`config.mk`:
```
export PLATFORM = sky130hd
export DESIGN_NAME = spi_lane_front
export DESIGN_NICKNAME = d
export VERILOG_FILES = /design/src/rtl/spi_lane_pkg.sv /design/src/rtl/spi_lane_decode.sv /design/src/rtl/spi_lane_rx.sv /design/src/rtl/spi_lane_tx.sv /design/src/rtl/spi_lane_front.sv
export SDC_FILE = /design/constraint.sdc
export NUM_CORES = 1
export LEC_CHECK = 0
export BUFFER_PORTS_ARGS = -buffer_cell sky130_fd_sc_hd__clkbuf_2
export CORE_MARGIN = 2
export CORE_UTILIZATION = 55
export DETAILED_ROUTE_END_ITERATION = 8
export PLACE_DENSITY_LB_ADDON = 0.08
export SETUP_SLACK_MARGIN = 0.4
export SLEW_MARGIN = 40
export SYNTH_ARGS = -nofsm -noshare
export SYNTH_HDL_FRONTEND = slang
export SYNTH_SLANG_ARGS = --single-unit
```
`constraint.sdc`:
```
create_clock -name sclk_i -period 4.4 [get_ports sclk_i]
set_input_delay 0 -clock sclk_i [delete_from_list [all_inputs] [get_ports sclk_i]]
set_output_delay 0 -clock sclk_i [all_outputs]
set_load 0.05 [all_outputs]
```
`src/rtl/spi_lane_pkg.sv`:
```
package spi_lane_pkg;
  localparam int BYTE_W = 8;
  localparam int LANE_N = 4;

  typedef enum logic [1:0] {LN_1 = 2'd0, LN_2 = 2'd1, LN_4 = 2'd2} lane_e;
  typedef enum logic [1:0] {PH_OP, PH_ADDR, PH_DATA, PH_DEAD} phase_e;

  function automatic logic [3:0] lane_step(lane_e w);
    case (w)
      LN_2:    return 4'd2;
      LN_4:    return 4'd4;
      default: return 4'd1;
    endcase
  endfunction

  function automatic logic [LANE_N-1:0] lane_mask(lane_e w);
    case (w)
      LN_2:    return 4'b0011;
      LN_4:    return 4'b1111;
      default: return 4'b0010;
    endcase
  endfunction
endpackage

```
`src/rtl/spi_lane_decode.sv`:
```
module spi_lane_decode
  import spi_lane_pkg::*;
(
  input  logic [BYTE_W-1:0] op_i,
  output lane_e             addr_w_o,
  output lane_e             data_w_o,
  output logic              quad_o
);
  localparam logic [7:0] OP_DO2 = 8'h3B;
  localparam logic [7:0] OP_DI2 = 8'hBB;
  localparam logic [7:0] OP_ID2 = 8'h92;
  localparam logic [7:0] OP_DO4 = 8'h6B;
  localparam logic [7:0] OP_DI4 = 8'hEB;
  localparam logic [7:0] OP_WD4 = 8'hE7;
  localparam logic [7:0] OP_ID4 = 8'h94;
  localparam logic [7:0] OP_PP4 = 8'h32;

  always_comb begin
    addr_w_o = LN_1;
    data_w_o = LN_1;
    case (op_i)
      OP_DO2:                 data_w_o = LN_2;
      OP_DI2, OP_ID2:         begin addr_w_o = LN_2; data_w_o = LN_2; end
      OP_DO4, OP_PP4:         data_w_o = LN_4;
      OP_DI4, OP_WD4, OP_ID4: begin addr_w_o = LN_4; data_w_o = LN_4; end
      default: ;
    endcase
  end

  assign quad_o = (data_w_o == LN_4);
endmodule

```
`src/rtl/spi_lane_rx.sv`:
```
module spi_lane_rx
  import spi_lane_pkg::*;
#(
  parameter int ADDR_BYTES = 3
) (
  input  logic              sclk_i,
  input  logic              sess_ni,
  input  logic              qe_i,
  input  logic [LANE_N-1:0] io_i,
  output phase_e            phase_o,
  output lane_e             width_o,
  output logic [2:0]        bit_cnt_o,
  output logic              op_valid_o,
  output logic [BYTE_W-1:0] opcode_o,
  output logic              rx_valid_o,
  output logic [BYTE_W-1:0] rx_byte_o,
  output logic              rx_addr_o
);
  localparam int ACNT_W = (ADDR_BYTES < 2) ? 1 : $clog2(ADDR_BYTES);

  phase_e             phase_q;
  lane_e              aw_q, dw_q, width;
  logic [2:0]         bit_cnt_q;
  logic [3:0]         sum;
  logic               byte_done;
  logic [BYTE_W-1:0]  sr_q, shift_nx;
  logic [ACNT_W-1:0]  addr_cnt_q;
  logic               op_valid_q, rx_valid_q, rx_addr_q;
  logic [BYTE_W-1:0]  opcode_q, rx_byte_q;
  lane_e              dec_aw, dec_dw;
  logic               dec_quad;

  always_comb begin
    case (phase_q)
      PH_ADDR: width = aw_q;
      PH_DATA: width = dw_q;
      default: width = LN_1;
    endcase
  end

  // highest lane lands in the more significant position
  always_comb begin
    case (width)
      LN_2:    shift_nx = {sr_q[BYTE_W-3:0], io_i[1:0]};
      LN_4:    shift_nx = {sr_q[BYTE_W-5:0], io_i[3:0]};
      default: shift_nx = {sr_q[BYTE_W-2:0], io_i[0]};
    endcase
  end

  assign sum       = {1'b0, bit_cnt_q} + lane_step(width);
  assign byte_done = sum[3];

  spi_lane_decode u_dec (
    .op_i     (shift_nx),
    .addr_w_o (dec_aw),
    .data_w_o (dec_dw),
    .quad_o   (dec_quad)
  );

  always_ff @(posedge sclk_i or negedge sess_ni) begin
    if (!sess_ni) begin
      phase_q    <= PH_OP;
      aw_q       <= LN_1;
      dw_q       <= LN_1;
      bit_cnt_q  <= '0;
      sr_q       <= '0;
      addr_cnt_q <= '0;
      op_valid_q <= 1'b0;
      rx_valid_q <= 1'b0;
      rx_addr_q  <= 1'b0;
      opcode_q   <= '0;
      rx_byte_q  <= '0;
    end else begin
      op_valid_q <= 1'b0;
      rx_valid_q <= 1'b0;
      if (phase_q != PH_DEAD) begin
        sr_q      <= shift_nx;
        bit_cnt_q <= sum[2:0];
      end
      if (byte_done) begin
        case (phase_q)
          PH_OP: begin
            opcode_q   <= shift_nx;
            op_valid_q <= 1'b1;
            if (dec_quad && !qe_i) begin
              phase_q <= PH_DEAD;
            end else begin
              aw_q    <= dec_aw;
              dw_q    <= dec_dw;
              phase_q <= (ADDR_BYTES == 0) ? PH_DATA : PH_ADDR;
            end
          end
          PH_ADDR: begin
            rx_valid_q <= 1'b1;
            rx_byte_q  <= shift_nx;
            rx_addr_q  <= 1'b1;
            addr_cnt_q <= addr_cnt_q + 1'b1;
            if (int'(addr_cnt_q) == ADDR_BYTES - 1) phase_q <= PH_DATA;
          end
          PH_DATA: begin
            rx_valid_q <= 1'b1;
            rx_byte_q  <= shift_nx;
            rx_addr_q  <= 1'b0;
          end
          default: ;
        endcase
      end
    end
  end

  assign phase_o    = phase_q;
  assign width_o    = width;
  assign bit_cnt_o  = bit_cnt_q;
  assign op_valid_o = op_valid_q;
  assign opcode_o   = opcode_q;
  assign rx_valid_o = rx_valid_q;
  assign rx_byte_o  = rx_byte_q;
  assign rx_addr_o  = rx_addr_q;

  AST_OP_ONCE: assert property (@(posedge sclk_i) disable iff (!sess_ni)
    op_valid_q |=> (!op_valid_q && phase_q != PH_OP));
  AST_NO_RX_IN_OP: assert property (@(posedge sclk_i) disable iff (!sess_ni)
    (phase_q == PH_OP) |-> !rx_valid_q);
  AST_RX_ON_BOUNDARY: assert property (@(posedge sclk_i) disable iff (!sess_ni)
    rx_valid_q |-> (bit_cnt_q == 3'd0));
  AST_DEAD_STICKY: assert property (@(posedge sclk_i) disable iff (!sess_ni)
    (phase_q == PH_DEAD) |=> (phase_q == PH_DEAD && !rx_valid_q));
  AST_QUAD_GATED: assert property (@(posedge sclk_i) disable iff (!sess_ni)
    (op_valid_q && phase_q != PH_DEAD && dw_q == LN_4) |-> $past(qe_i));
endmodule

```
`src/rtl/spi_lane_tx.sv`:
```
module spi_lane_tx
  import spi_lane_pkg::*;
(
  input  logic              sclk_i,
  input  logic              sess_ni,
  input  logic              drive_i,
  input  lane_e             width_i,
  input  logic [2:0]        bit_cnt_i,
  input  logic [BYTE_W-1:0] tx_byte_i,
  output logic [LANE_N-1:0] io_o,
  output logic [LANE_N-1:0] io_oe_o
);
  logic [BYTE_W-1:0] sr_q, cur;
  logic [LANE_N-1:0] io_q, oe_q, io_nx;

  assign cur = (bit_cnt_i == 3'd0) ? tx_byte_i : sr_q;

  always_comb begin
    case (width_i)
      LN_2:    io_nx = {2'b00, cur[7:6]};
      LN_4:    io_nx = cur[7:4];
      default: io_nx = {2'b00, cur[7], 1'b0};
    endcase
  end

  always_ff @(negedge sclk_i or negedge sess_ni) begin
    if (!sess_ni) begin
      sr_q <= '0;
      io_q <= '0;
      oe_q <= '0;
    end else if (drive_i) begin
      io_q <= io_nx;
      oe_q <= lane_mask(width_i);
      sr_q <= cur << lane_step(width_i);
    end else begin
      oe_q <= '0;
    end
  end

  assign io_o    = io_q;
  assign io_oe_o = oe_q;

  AST_OE_SHAPE: assert property (@(negedge sclk_i) disable iff (!sess_ni)
    (oe_q == 4'b0000 || oe_q == 4'b0010 || oe_q == 4'b0011 || oe_q == 4'b1111));
  AST_SI_INPUT_ONLY: assert property (@(negedge sclk_i) disable iff (!sess_ni)
    (width_i == LN_1) |-> !oe_q[0]);
  AST_HIZ_WHEN_IDLE: assert property (@(negedge sclk_i) disable iff (!sess_ni)
    !drive_i |=> (oe_q == 4'b0000));
endmodule

```
`src/rtl/spi_lane_front.sv`:
```
module spi_lane_front
  import spi_lane_pkg::*;
#(
  parameter int ADDR_BYTES = 3
) (
  input  logic       sclk_i,
  input  logic       rst_ni,
  input  logic       cs_ni,
  input  logic       qe_i,
  input  logic [3:0] io_i,
  input  logic       tx_en_i,
  input  logic [7:0] tx_byte_i,
  output logic [3:0] io_o,
  output logic [3:0] io_oe_o,
  output logic [1:0] lanes_o,
  output logic       invalid_o,
  output logic       op_valid_o,
  output logic [7:0] opcode_o,
  output logic       rx_valid_o,
  output logic [7:0] rx_byte_o,
  output logic       rx_addr_o
);
  logic       sess_n;
  phase_e     phase;
  lane_e      width;
  logic [2:0] bit_cnt;
  logic       drive;

  // a session exists only while selected and out of reset
  assign sess_n = rst_ni & ~cs_ni;

  spi_lane_rx #(.ADDR_BYTES(ADDR_BYTES)) u_rx (
    .sclk_i     (sclk_i),
    .sess_ni    (sess_n),
    .qe_i       (qe_i),
    .io_i       (io_i),
    .phase_o    (phase),
    .width_o    (width),
    .bit_cnt_o  (bit_cnt),
    .op_valid_o (op_valid_o),
    .opcode_o   (opcode_o),
    .rx_valid_o (rx_valid_o),
    .rx_byte_o  (rx_byte_o),
    .rx_addr_o  (rx_addr_o)
  );

  assign drive = (phase == PH_DATA) && tx_en_i;

  spi_lane_tx u_tx (
    .sclk_i    (sclk_i),
    .sess_ni   (sess_n),
    .drive_i   (drive),
    .width_i   (width),
    .bit_cnt_i (bit_cnt),
    .tx_byte_i (tx_byte_i),
    .io_o      (io_o),
    .io_oe_o   (io_oe_o)
  );

  assign lanes_o   = 2'(width);
  assign invalid_o = (phase == PH_DEAD);

  AST_INVALID_SILENT: assert property (@(posedge sclk_i) disable iff (!sess_n)
    invalid_o |-> (io_oe_o == 4'b0000 && !rx_valid_o));
  AST_LANES_LEGAL: assert property (@(posedge sclk_i) disable iff (!sess_n)
    lanes_o != 2'd3);
endmodule

```
=== After elaboration in Yosys (flattened, before gate mapping) ===
Index checks and enable logic that the tools add are counted.

* Bitwise logic cells: 3
* Add/subtract/negate cells: 2
* Equal/unequal tests: 17
* Shift-type cells: 1
* Mux-type cells: 18
* Reduce and logical (&&, ||, !) cells: 18

{| class="wikitable"
|+ Operators with widths
! operator !! number
|-
| equality test 8 bit, second input constant || 5
|-
| equality test 8 x 6 -> 1 bit, second input constant || 2
|-
| case mux 2 bit (2 select lines) || 4
|-
| case mux 4 bit (2 select lines) || 2
|-
| case mux 8 bit (2 select lines) || 1
|-
| equality test 2 bit, second input constant || 5
|-
| equality test 8 x 7 -> 1 bit, second input constant || 1
|-
| 2-to-1 mux 4 bit || 2
|-
| 2-to-1 mux 8 bit || 1
|-
| AND reduction 2 bit || 4
|-
| left shift 8 x 4 -> 8 bit || 1
|-
| case mux 3 bit (2 select lines) || 1
|-
| AND reduction 3 bit || 2
|-
| OR reduction 3 bit || 2
|-
| OR reduction 5 bit || 1
|-
| adder 3 x 4 -> 4 bit || 1
|-
| equality test 2 x 1 -> 1 bit, second input constant || 2
|-
| 2-to-1 mux 1 bit || 4
|-
| 2-to-1 mux 2 bit || 2
|-
| nonzero test 2 bit || 2
|-
| OR reduction 2 bit || 2
|-
| logical NOT 3 bit || 1
|-
| adder 2 x 1 -> 2 bit, second input constant || 1
|-
| logical AND 1 bit || 2
|-
| 7 further kinds || 8
|}

* Flip-flop bits (word level): 53
* Input bits: 17
* Word-level logic and storage cells: 73

=== Longest topological paths before layout ===
Gate-level depths: netlist of run 1.

* Depth after elaboration: 11
* Mapped depth: 14

=== By module ===
A second synthesis of run 1 with hierarchy kept.

* Cells, all modules: 245
* Area, all modules: 3021.6 um^2

{| class="wikitable"
|+ Modules (own cells, without submodules)
! module !! area an instance (um^2) !! cells an instance !! times used
|-
| spi_lane_rx || 1808.0 || 138 || 1
|-
| spi_lane_tx || 1032.2 || 85 || 1
|-
| spi_lane_decode || 158.9 || 19 || 1
|-
| spi_lane_front || 22.5 || 3 || 1
|}

==> results of run 1 <==
==> flip-flops by register name, summed over array words and instances, names as in the netlist, 2 cells and up <==
signal	cells
u_rx.phase_o	2
u_rx.aw_q	2
u_tx.io_oe_o	3
u_rx.opcode_o	8
u_tx.io_o	4
u_rx.bit_cnt_o	3
u_rx.dw_q	2
u_rx.sr_q	7
u_rx.addr_cnt_q	2
u_rx.rx_byte_o	8
u_tx.sr_q	8
==> critical path, cell delays in order (launching register included) <==
cell	delay [ps]
dfrtp_2	440
inv_4	60
ha_4	160
a22o_1	210
nand2_2	90
clkinvlp_4	110
ha_4	290
mux2i_2	180
mux2_2	300
a22oi_1	210
o21ai_1	80
==> power breakdown <==
| part | internal [uW] | switching (uW) | total [uW] |
|---|---|---|---|
| logic | 516 | 881 | 1400 |
| registers | 642 | 122 | 764 |
| clock network | 113 | 165 | 278 |
==> per-stage QoR <==
step	setup WS (ps)	setup TNS (ps)	util, %	area (um2)	hold slack [ps]
floorplan	-535	-3370	-	2860	105
global placement	-6.33	-6.33	65.0	3260	286
detailed placement	-74.0	-181	65.0	3260	293
CTS	-59.7	-216	70.0	3510	24.3
global route	-223	-1350	71.8	3600	63.0
finish	-98.7	-298	71.8	3600	29.9
==> cells by family (layout without fill, tap and decap cells) <==
group           after synthesis  count (layout)  share of synthesized area (%)
mux                          23              23                           8.46
fa+ha+maj                    13              13                           6.05
compound gates               79              79                           20.2
xor+xnor                      2               2                          0.623
buf+inv                      28             101                           4.45
simple gates                 84              84                           13.9
flops                        52              52                           46.3
==> layout make-up <==
| type | count | area [um2] |
|---|---|---|
| Tap cell | 70 | 87.6 |
| Clock buffer | 5 | 68.8 |
| Multi-Input combinational cell | 201 | 1550 |
| Timing Repair Buffer | 78 | 500 |
| Inverter | 15 | 70.1 |
| Clock inverter | 3 | 21.3 |
| Fill cell | 404 | 1410 |
| Sequential cell | 52 | 1300 |
==> layout by cell type (no fill, tap or decap), types with 3 or more instances in the layout <==
cell type,instances
dfrtn_1,15
o21ai_1,5
clkbuf_8,5
o21ai_0,25
dfrtp_1,35
nor2_1,7
mux2i_2,3
mux2i_1,13
nor3_1,4
o31ai_1,3
ha_4,5
buf_6,4
a22o_1,6
inv_1,10
ha_1,7
mux2_2,4
nand2_1,48
clkinvlp_4,4
o21ai_2,3
clkbuf_2,46
o21a_1,6
a221o_1,3
buf_4,26
==> synthesized netlist by cell type, drive strengths merged, types with 3 or more instances <==
library cell and n:
clkbuf 7, a221o 5, a22oi 3, o21a 6, mux2 6, buf 6, ha 12, dfrtn 15
inv 13, a221oi 3, dfrtp 37, mux2i 17, nand2 50, a22o 6, nand2b 3, o31ai 3
nor2 9, o21ai 33, nor3 6
==> worst paths after layout <==
kind | start | endpoint | depth (start not counted)
min in group asynchronous | rst_ni | u_rx.rx_valid_o | 3
max in group asynchronous | cs_ni | u_tx.sr_q[4] | 2
setup / recovery | u_rx.phase_o[1] | u_tx.sr_q[5] | 10
hold reg to reg | u_tx.io_o[3] | u_tx.io_o[3] | 2
hold / removal | qe_i | u_rx.aw_q[1] | 3
setup reg to reg | u_rx.phase_o[1] | u_tx.sr_q[5] | 10
==> layer usage <==
metal / part of all wire, % / global-route usage (%) / vias to the layer above
met5: 0 / 0 / -
met1: 46 / 35.5 / 1116
met3: 4.9 / 4.10 / 10
met2: 48 / 39.7 / 57
met4: 1.7 / 7.80 / 0
li1: - / - / 1145
==> timing repair <==
| action | CTS | global route |
|---|---|---|
| setup buffers | 8 | 3 |
| hold buffers | 1 | 0 |
| hold endpoints to repair | 1 | 0 |
| setup endpoints to repair | 14 | 15 |
| resized for setup | 19 | 16 |
| pin swaps | 10 | 13 |
==> impl_results.md, run 1 <==
- Status: finished, violations left
- Failing checks: setup timing
- Fraction of registers with async set/reset: 100%
- Initial antenna violation count: 0
- Relative slew margins: between 50% and 60%
- Vias post-DR: 2328
- Largest net degree at the start of global routing: 38
- Post-synth top area share: about a third
- CTS tree: built
- Sink Count: 52
- CP Launch Type: flip-flop
- Clk_lat worst skew: 310 ps
- # H-tree levels: 2
- Max clock buf depth: 2
- Crit path DAT: ~2400 ps
- Worst Tran Pin Value: just under 700 ps
- Ant diodes: 0
- Warnings from Yosys: 0
- WP data required: about 2300 ps
- Post-DP HPWL: around 4.6 mm
- Cell Count Post-Placement: just over 400
- Post-synth top area cell: dfrtp_1
- Initial core utilization: 56.1%
- Leak: ~0.0017 uW
- Crit Path Class: flip-flop to flip-flop
- Post-synthesis register bit count: 52
- Detailed Route Iter0 Violations: approximately 150
- Most common flop cell mapped by yosys: dfrtp_1
- IR drop worst, VDD: between 600 and 700 uV
- Syn_nets: roughly 310
- Post-synth EDFFs: 0
- Pwr dens: slightly below 700 nW/um2
- MaxCap Viol Count: 0
- Final net count: about 380
- Setup Viol. Count Final: 7
- Core footprint: around 5000 um2
- Die H: between 70 and 80 um
- Yosys cell types: 57
- Drt pass-1 iters: 4
- Average footprint of a synthesized cell: between 10 and 15 um2
- Min-delay worst type: input port to flip-flop
- Top cells by area, synth: dfrtp_1, dfrtn_1, nand2_1, mux2i_1, ha_1
- Fin. max-slew vios: 0
- Final worst slack: -98.7 ps
- Share of layout cells above drive strength 1: between 30% and 40%
- Worst clock skew: approximately 12 ps
- Post-Syn Area: roughly 2800 um2
- Crit Path Max Fanout: 6
- Cell count after synthesis: approximately 280
- Total Power: approximately 2400 uW
- Rows: 26
- TritonCTS Buffers: 5
- CTS root buffer: clkbuf_8
- IO Pins: between 40 and 50
- Worst-path clk slew: 90 ps
- Global-route wire length before repair: between 10 and 15 mm
- Post-route ant nets: 0
- RSZ-0062 raised after global routing: yes
- WL/cell: between 15 and 20 um
- Count of final hold-check violations: 0
- Placer congestion estimate: about 0.88
- DRC: 0
- Number of global-route vias before repair: between 2000 and 2500
- Final WL: 6.52 mm
- DIE WIDTH: roughly 75 um
- Tot GR Track Use: 25.1%
- Sequential-to-total area share from yosys stat: a little under half
- Die Area: 5700 um2
- Layout area overhead: 28.0%
- I/O Buffers: between 40 and 50
- Setup crit end kind: flip-flop
- Vias per cell: 5.49
- Remaining Overflow, GRT: 0
- Layout Cells excl Fill: between 400 and 500
- R2R Setup Slk: -100 ps
Note: power is estimated with default switching activity, not from simulation.
==> inputs of run 2 (changes only) <==
--- a/config.mk
+++ b/config.mk
@@ -6,12 +6,11 @@
 export NUM_CORES = 1
 export LEC_CHECK = 0
 export BUFFER_PORTS_ARGS = -buffer_cell sky130_fd_sc_hd__clkbuf_2
-export CORE_MARGIN = 2
+export CORE_MARGIN = 8
 export CORE_UTILIZATION = 55
 export DETAILED_ROUTE_END_ITERATION = 8
 export PLACE_DENSITY_LB_ADDON = 0.08
-export SETUP_SLACK_MARGIN = 0.4
-export SLEW_MARGIN = 40
+export SETUP_SLACK_MARGIN = 0.05
 export SYNTH_ARGS = -nofsm -noshare
 export SYNTH_HDL_FRONTEND = slang
 export SYNTH_SLANG_ARGS = --single-unit
==> impl_results.md, run 2 (synthesis gave the netlist of run 1 again) <==
- Most common cell after layout, fill and taps aside: nand2_1
- Crit Path Class: flip-flop to flip-flop
- Initial core utilization: a little under three fifths
- Hold Path Cell Cnt: 3
- DIE WIDTH: ~90 um
- DRC: 0
- Crit path DAT: ~2600 ps
- Share of layout cells above drive strength 1: 33.9%
- Worst Reg2Reg Path Length in Cells: 11
- Setup crit end kind: flip-flop
- Sink Count: 52
- I/O Buffers: 46
- Fillers: ~430
- Worst Tran Pin Value: 674 ps
- Drt pass-1 iters: 4
- CP Launch Type: flip-flop
- GRT busiest layer: met2
- Vias post-DR: between 2000 and 2500
- Global-route wire length before repair: approximately 11 mm
- # H-tree levels: 2
- Final net count: 386
- GR Layer Usage met3: between 4 and 5%
- Most frequent cells in the layout: nand2_1, clkbuf_2, dfrtp_1
- IR drop worst, VDD: roughly 510 uV
- Fin. max-slew vios: 0
- Setup Viol. Count Final: 5
- Worst clock skew: ~15 ps
- Worst-path clk slew: around 100 ps
- Status: finished, violations left
- Layout Cells excl Fill: roughly 430
- Die H: 87.5 um
- WP data required: around 2500 ps
- MaxCap Viol Count: 0
- Crit Path Max Fanout: 6
- Placer congestion estimate: around 0.88
- Die Area: 7660 um2
- Vias per cell: around 5.5
- Fin util: between 70% and 80%
- Relative slew margins: between 50% and 60%
- CTS tree: built
- Core footprint: between 5000 and 6000 um2
- Post-route ant nets: 0
- Failing checks: setup timing
- Slowest cell on crit path: dfrtp_1
- Layout area overhead: 26.7%
- TritonCTS Buffers: 5
- WL/cell: between 15 and 20 um
- Largest net degree at the start of global routing: 37
- CTS root buffer: clkbuf_8
- CP peak stage delay: around 400 ps
- Worst-path cell chain: inv_2 > ha_2 > a22o_1 > nand2_2 > clkinvlp_4 > ha_4 > buf_6 > mux2i_2 > mux2i_1 > and2_1 > o31ai_2
- Pwr dens: around 670 nW/um2
- Min-delay worst type: input port to flip-flop
- Final WL: approximately 6.7 mm
- Final worst slack: -71.7 ps
- Met1 usage: between 20% and 30%
- Max clock buf depth: 2
- Tot GR Track Use: 18.6%
- Detailed Route Iter0 Violations: 110
- Leak: about 0.0018 uW
- Clk_lat worst skew: about 320 ps
- WHS: 39.9 ps
- Remaining Overflow, GRT: 0
- Post-DP HPWL: ~4.8 mm
- Initial antenna violation count: 0
- IO Pins: 47
- Ant diodes: 0
- Routing usage on met2: a little under a third
- RSZ-0062 raised after global routing: yes
- Cell Count Post-Placement: 406
- Rows: 26
- Count of final hold-check violations: 0
- Number of global-route vias before repair: ~2300
-- run 2: stage by stage --
stage | setup slack (ps) | TNS (ps) | total power, uW | cell area (um2)
floorplan | -535 | -3370 | 1700 | 2860
global placement | 17.1 | 0 | 2000 | 3270
detailed placement | -33.7 | -97.9 | 2030 | 3270
CTS | -45.8 | -59.7 | 2350 | 3470
global route | -200 | -945 | 2550 | 3560
finish | -71.7 | -209 | 2390 | 3560
-- run 2: final timing paths --
check                                      from      endpoint  slack, ps
worst min-delay path                       qe_i  u_rx.aw_q[1]         40
worst max register to register  u_rx.phase_o[1]  u_tx.sr_q[7]        -70
min in group asynchronous                 cs_ni  u_rx.sr_q[3]        230
worst max-delay path            u_rx.phase_o[1]  u_tx.sr_q[7]        -70
worst min register to register     u_tx.io_o[2]  u_tx.io_o[2]        430
max in group asynchronous                rst_ni  u_tx.sr_q[0]       1670
-- run 2: area by class of cell --
class	instances	area, um2	share of cell area [%]
clock buffer	6	72.6	2.04
clock inverter	2	12.5	0.351
inverter	15	60.1	1.69
multi-input combinational	201	1500	42.1
sequential	52	1300	36.5
tap	70	87.6	2.46
timing repair buffer	81	529	14.9
-- run 2: report_power, final --
part / internal (uW) / leakage, uW / total (uW) / switching (uW)
clock: 112 / 0.0000428 / 270 / 158
combinational: 496 / 0.00103 / 1370 / 875
sequential: 641 / 0.000675 / 752 / 111
-- run 2: critical path, delay by kind of cell (launching register included) --
family                     cells  cell delay [ps]
AOI/OAI and AO/OA              2              440
adders and majority gates      2              510
buffers and inverters          3              330
and+or+nand+nor                2              250
muxes                          2              360
DFF                            1              400
-- run 2: metal layers --
metal  wire (um)  share of wire [%]
met3         364                5.5
met1        3080                 46
met5           0                  0
met4         104                1.6
met2        3120                 47
-- run 2: timing repair --
action	4_1_cts	5_1_grt
hold buffers	3	0
resized for setup	9	12
endpoints found under the setup margin	4	10
pin swaps	6	3
buffers inserted	5	5
hold endpoints to repair	2	0
==> inputs of run 3 (changes only) <==
--- a/config.mk
+++ b/config.mk
@@ -9,7 +9,7 @@
 export CORE_MARGIN = 8
 export CORE_UTILIZATION = 55
 export DETAILED_ROUTE_END_ITERATION = 8
-export PLACE_DENSITY_LB_ADDON = 0.08
+export PLACE_DENSITY = 0.8
 export SETUP_SLACK_MARGIN = 0.05
 export SYNTH_ARGS = -nofsm -noshare
 export SYNTH_HDL_FRONTEND = slang
==> impl_results.md, run 3 (synthesis gave the netlist of run 1 again) <==
- Top sig layer: met4
- Setup Viol. Count Final: 5
- Most common cell after layout, fill and taps aside: nand2_1
- Crit path DAT: 2470 ps
- Crit Path Max Fanout: 6
- Fin util: 70.5%
- Area of the multi-input gates: roughly 1500 um2
- Setup crit end kind: flip-flop
- Detailed Route Iter0 Violations: about 190
- IO Pins: 47
- Worst Tran Pin Value: between 600 and 700 ps
- CP peak stage delay: 410 ps
- Failing checks: setup timing
- CP top delay family: adder cells
- I/O Buffers: 46
- Pwr dens: between 600 and 700 nW/um2
- Layout area overhead: 25.5%
- DR WL met3: approximately 480 um
- Sink Count: 52
- Clk_lat worst skew: 320 ps
- Post-route ant nets: 0
- Core footprint: about 5000 um2
- Max clock buf depth: 2
- DIE WIDTH: around 90 um
- Status: finished, violations left
- Rows: 26
- Final net count: 380
- CTS tree: built
- Post-DP HPWL: just under 5 mm
- Initial antenna violation count: 0
- CTS root buffer: clkbuf_8
- Layout Cells excl Fill: between 400 and 500
- Count of final hold-check violations: 0
- WL/cell: between 15 and 20 um
- Final worst slack: -128 ps
- Most frequent cells in the layout: nand2_1, clkbuf_2, dfrtp_1
- Worst-path clk slew: approximately 100 ps
- Drt pass-1 iters: 4
- IR drop worst, VDD: 544 uV
- Tot GR Track Use: 18.3%
- Slowest cell on crit path: dfrtp_2
- CP Launch Type: flip-flop
- Die H: 87.5 um
- Crit Path Class: flip-flop to flip-flop
- Worst clock skew: about 15 ps
- Vias post-DR: around 2400
- Largest net degree at the start of global routing: 38
- Leak: ~0.0017 uW
- Placer congestion estimate: 0.924
- FF/Latch Area: between 1000 and 1500 um2
- # H-tree levels: 2
- Worst-path cell chain: inv_2 > ha_2 > a22o_1 > nand2_2 > clkinvlp_4 > ha_4 > buf_6 > mux2i_4 > mux2i_2 > and2_1 > o31ai_2
- Met2 Wirelength: 3.38 mm
- Min-delay worst type: input port to flip-flop
- TritonCTS Buffers: 5
- Ant diodes: 0
- Fin. max-slew vios: 0
- Relative slew margins: a little under three fifths
- Global-route wire length before repair: ~11 mm
- WP data required: around 2300 ps
- RSZ-0062 raised after global routing: yes
- Final WL: roughly 7 mm
- Initial core utilization: a little under three fifths
- Number of global-route vias before repair: 2286
- Vias per cell: ~5.6
- Fillers: around 400
- Total Power: between 2000 and 2500 uW
- Remaining Overflow, GRT: 0
- M1 wire length: between 2 and 3 mm
- Share of layout cells above drive strength 1: a little over a third
- Die Area: 7660 um2
- Cell Count Post-Placement: 404
- Buffers & Inverters on Critical Path: 3
- DRC: 0
- MaxCap Viol Count: 0
==> run 3: what timing repair did <==
action / in CTS / in global routing
endpoints found under the hold margin: 1 / 0
gates resized for setup: 10 / 17
setup endpoints to repair: 4 / 12
hold buffers: 1 / 0
pin swaps: 2 / 6
setup buffers: 5 / 3
==> run 3: power breakdown <==
part / internal [uW] / total (uW) / switching, uW
Sequential: 641 / 761 / 120
Clock: 116 / 289 / 172
Combinational: 493 / 1380 / 887
==> run 3: worst reg2reg max path: stages (launching register included) <==
cell	delay [ps]
dfrtp_2	410
inv_2	50
ha_2	200
a22o_1	200
nand2_2	90
clkinvlp_4	110
ha_4	290
buf_6	150
mux2i_4	190
mux2i_2	210
and2_1	190
o31ai_2	70
==> run 3: final timing paths <==
check | start | to | slack (ps) | cells past startpoint
max | u_rx.phase_o[0] | u_tx.sr_q[7] | -130 | 11
min | qe_i | u_rx.aw_q[1] | 20 | 3
max reg2reg | u_rx.phase_o[0] | u_tx.sr_q[7] | -130 | 11
min reg2reg | u_tx.sr_q[2] | u_tx.sr_q[2] | 430 | 2
max in group asynchronous | rst_ni | u_tx.sr_q[4] | 2250 | 2
min in group asynchronous | cs_ni | u_rx.sr_q[5] | 200 | 3
==> run 3: area by class of cell <==
type | instances | area share, %
Clock buffer | 5 | 1.95
Timing Repair Buffer | 75 | 13.5
Multi-Input combinational cell | 201 | 42.6
Tap cell | 70 | 2.48
Clock inverter | 3 | 0.709
Sequential cell | 52 | 36.9
Inverter | 15 | 1.81
==> run 3: through the flow <==
stage	hold WS (ps)	cell area, um2	setup TNS, ps	setup WS [ps]
final	15.3	3530	-346	-128
after floorplan	105	2860	-3370	-535
after global placement	294	3260	-7.81	-7.81
after global routing	47.7	3530	-1060	-222
after CTS	24.5	3440	-94.7	-43.2
after detailed placement	294	3260	-158	-82.5
==> run 3: metal layers <==
layer / vias up / global-route usage, %
met2: 80 / 29.8
li1: 1142 / -
met5: - / 0
met4: 0 / 5.63
met3: 15 / 4.53
met1: 1135 / 23.2
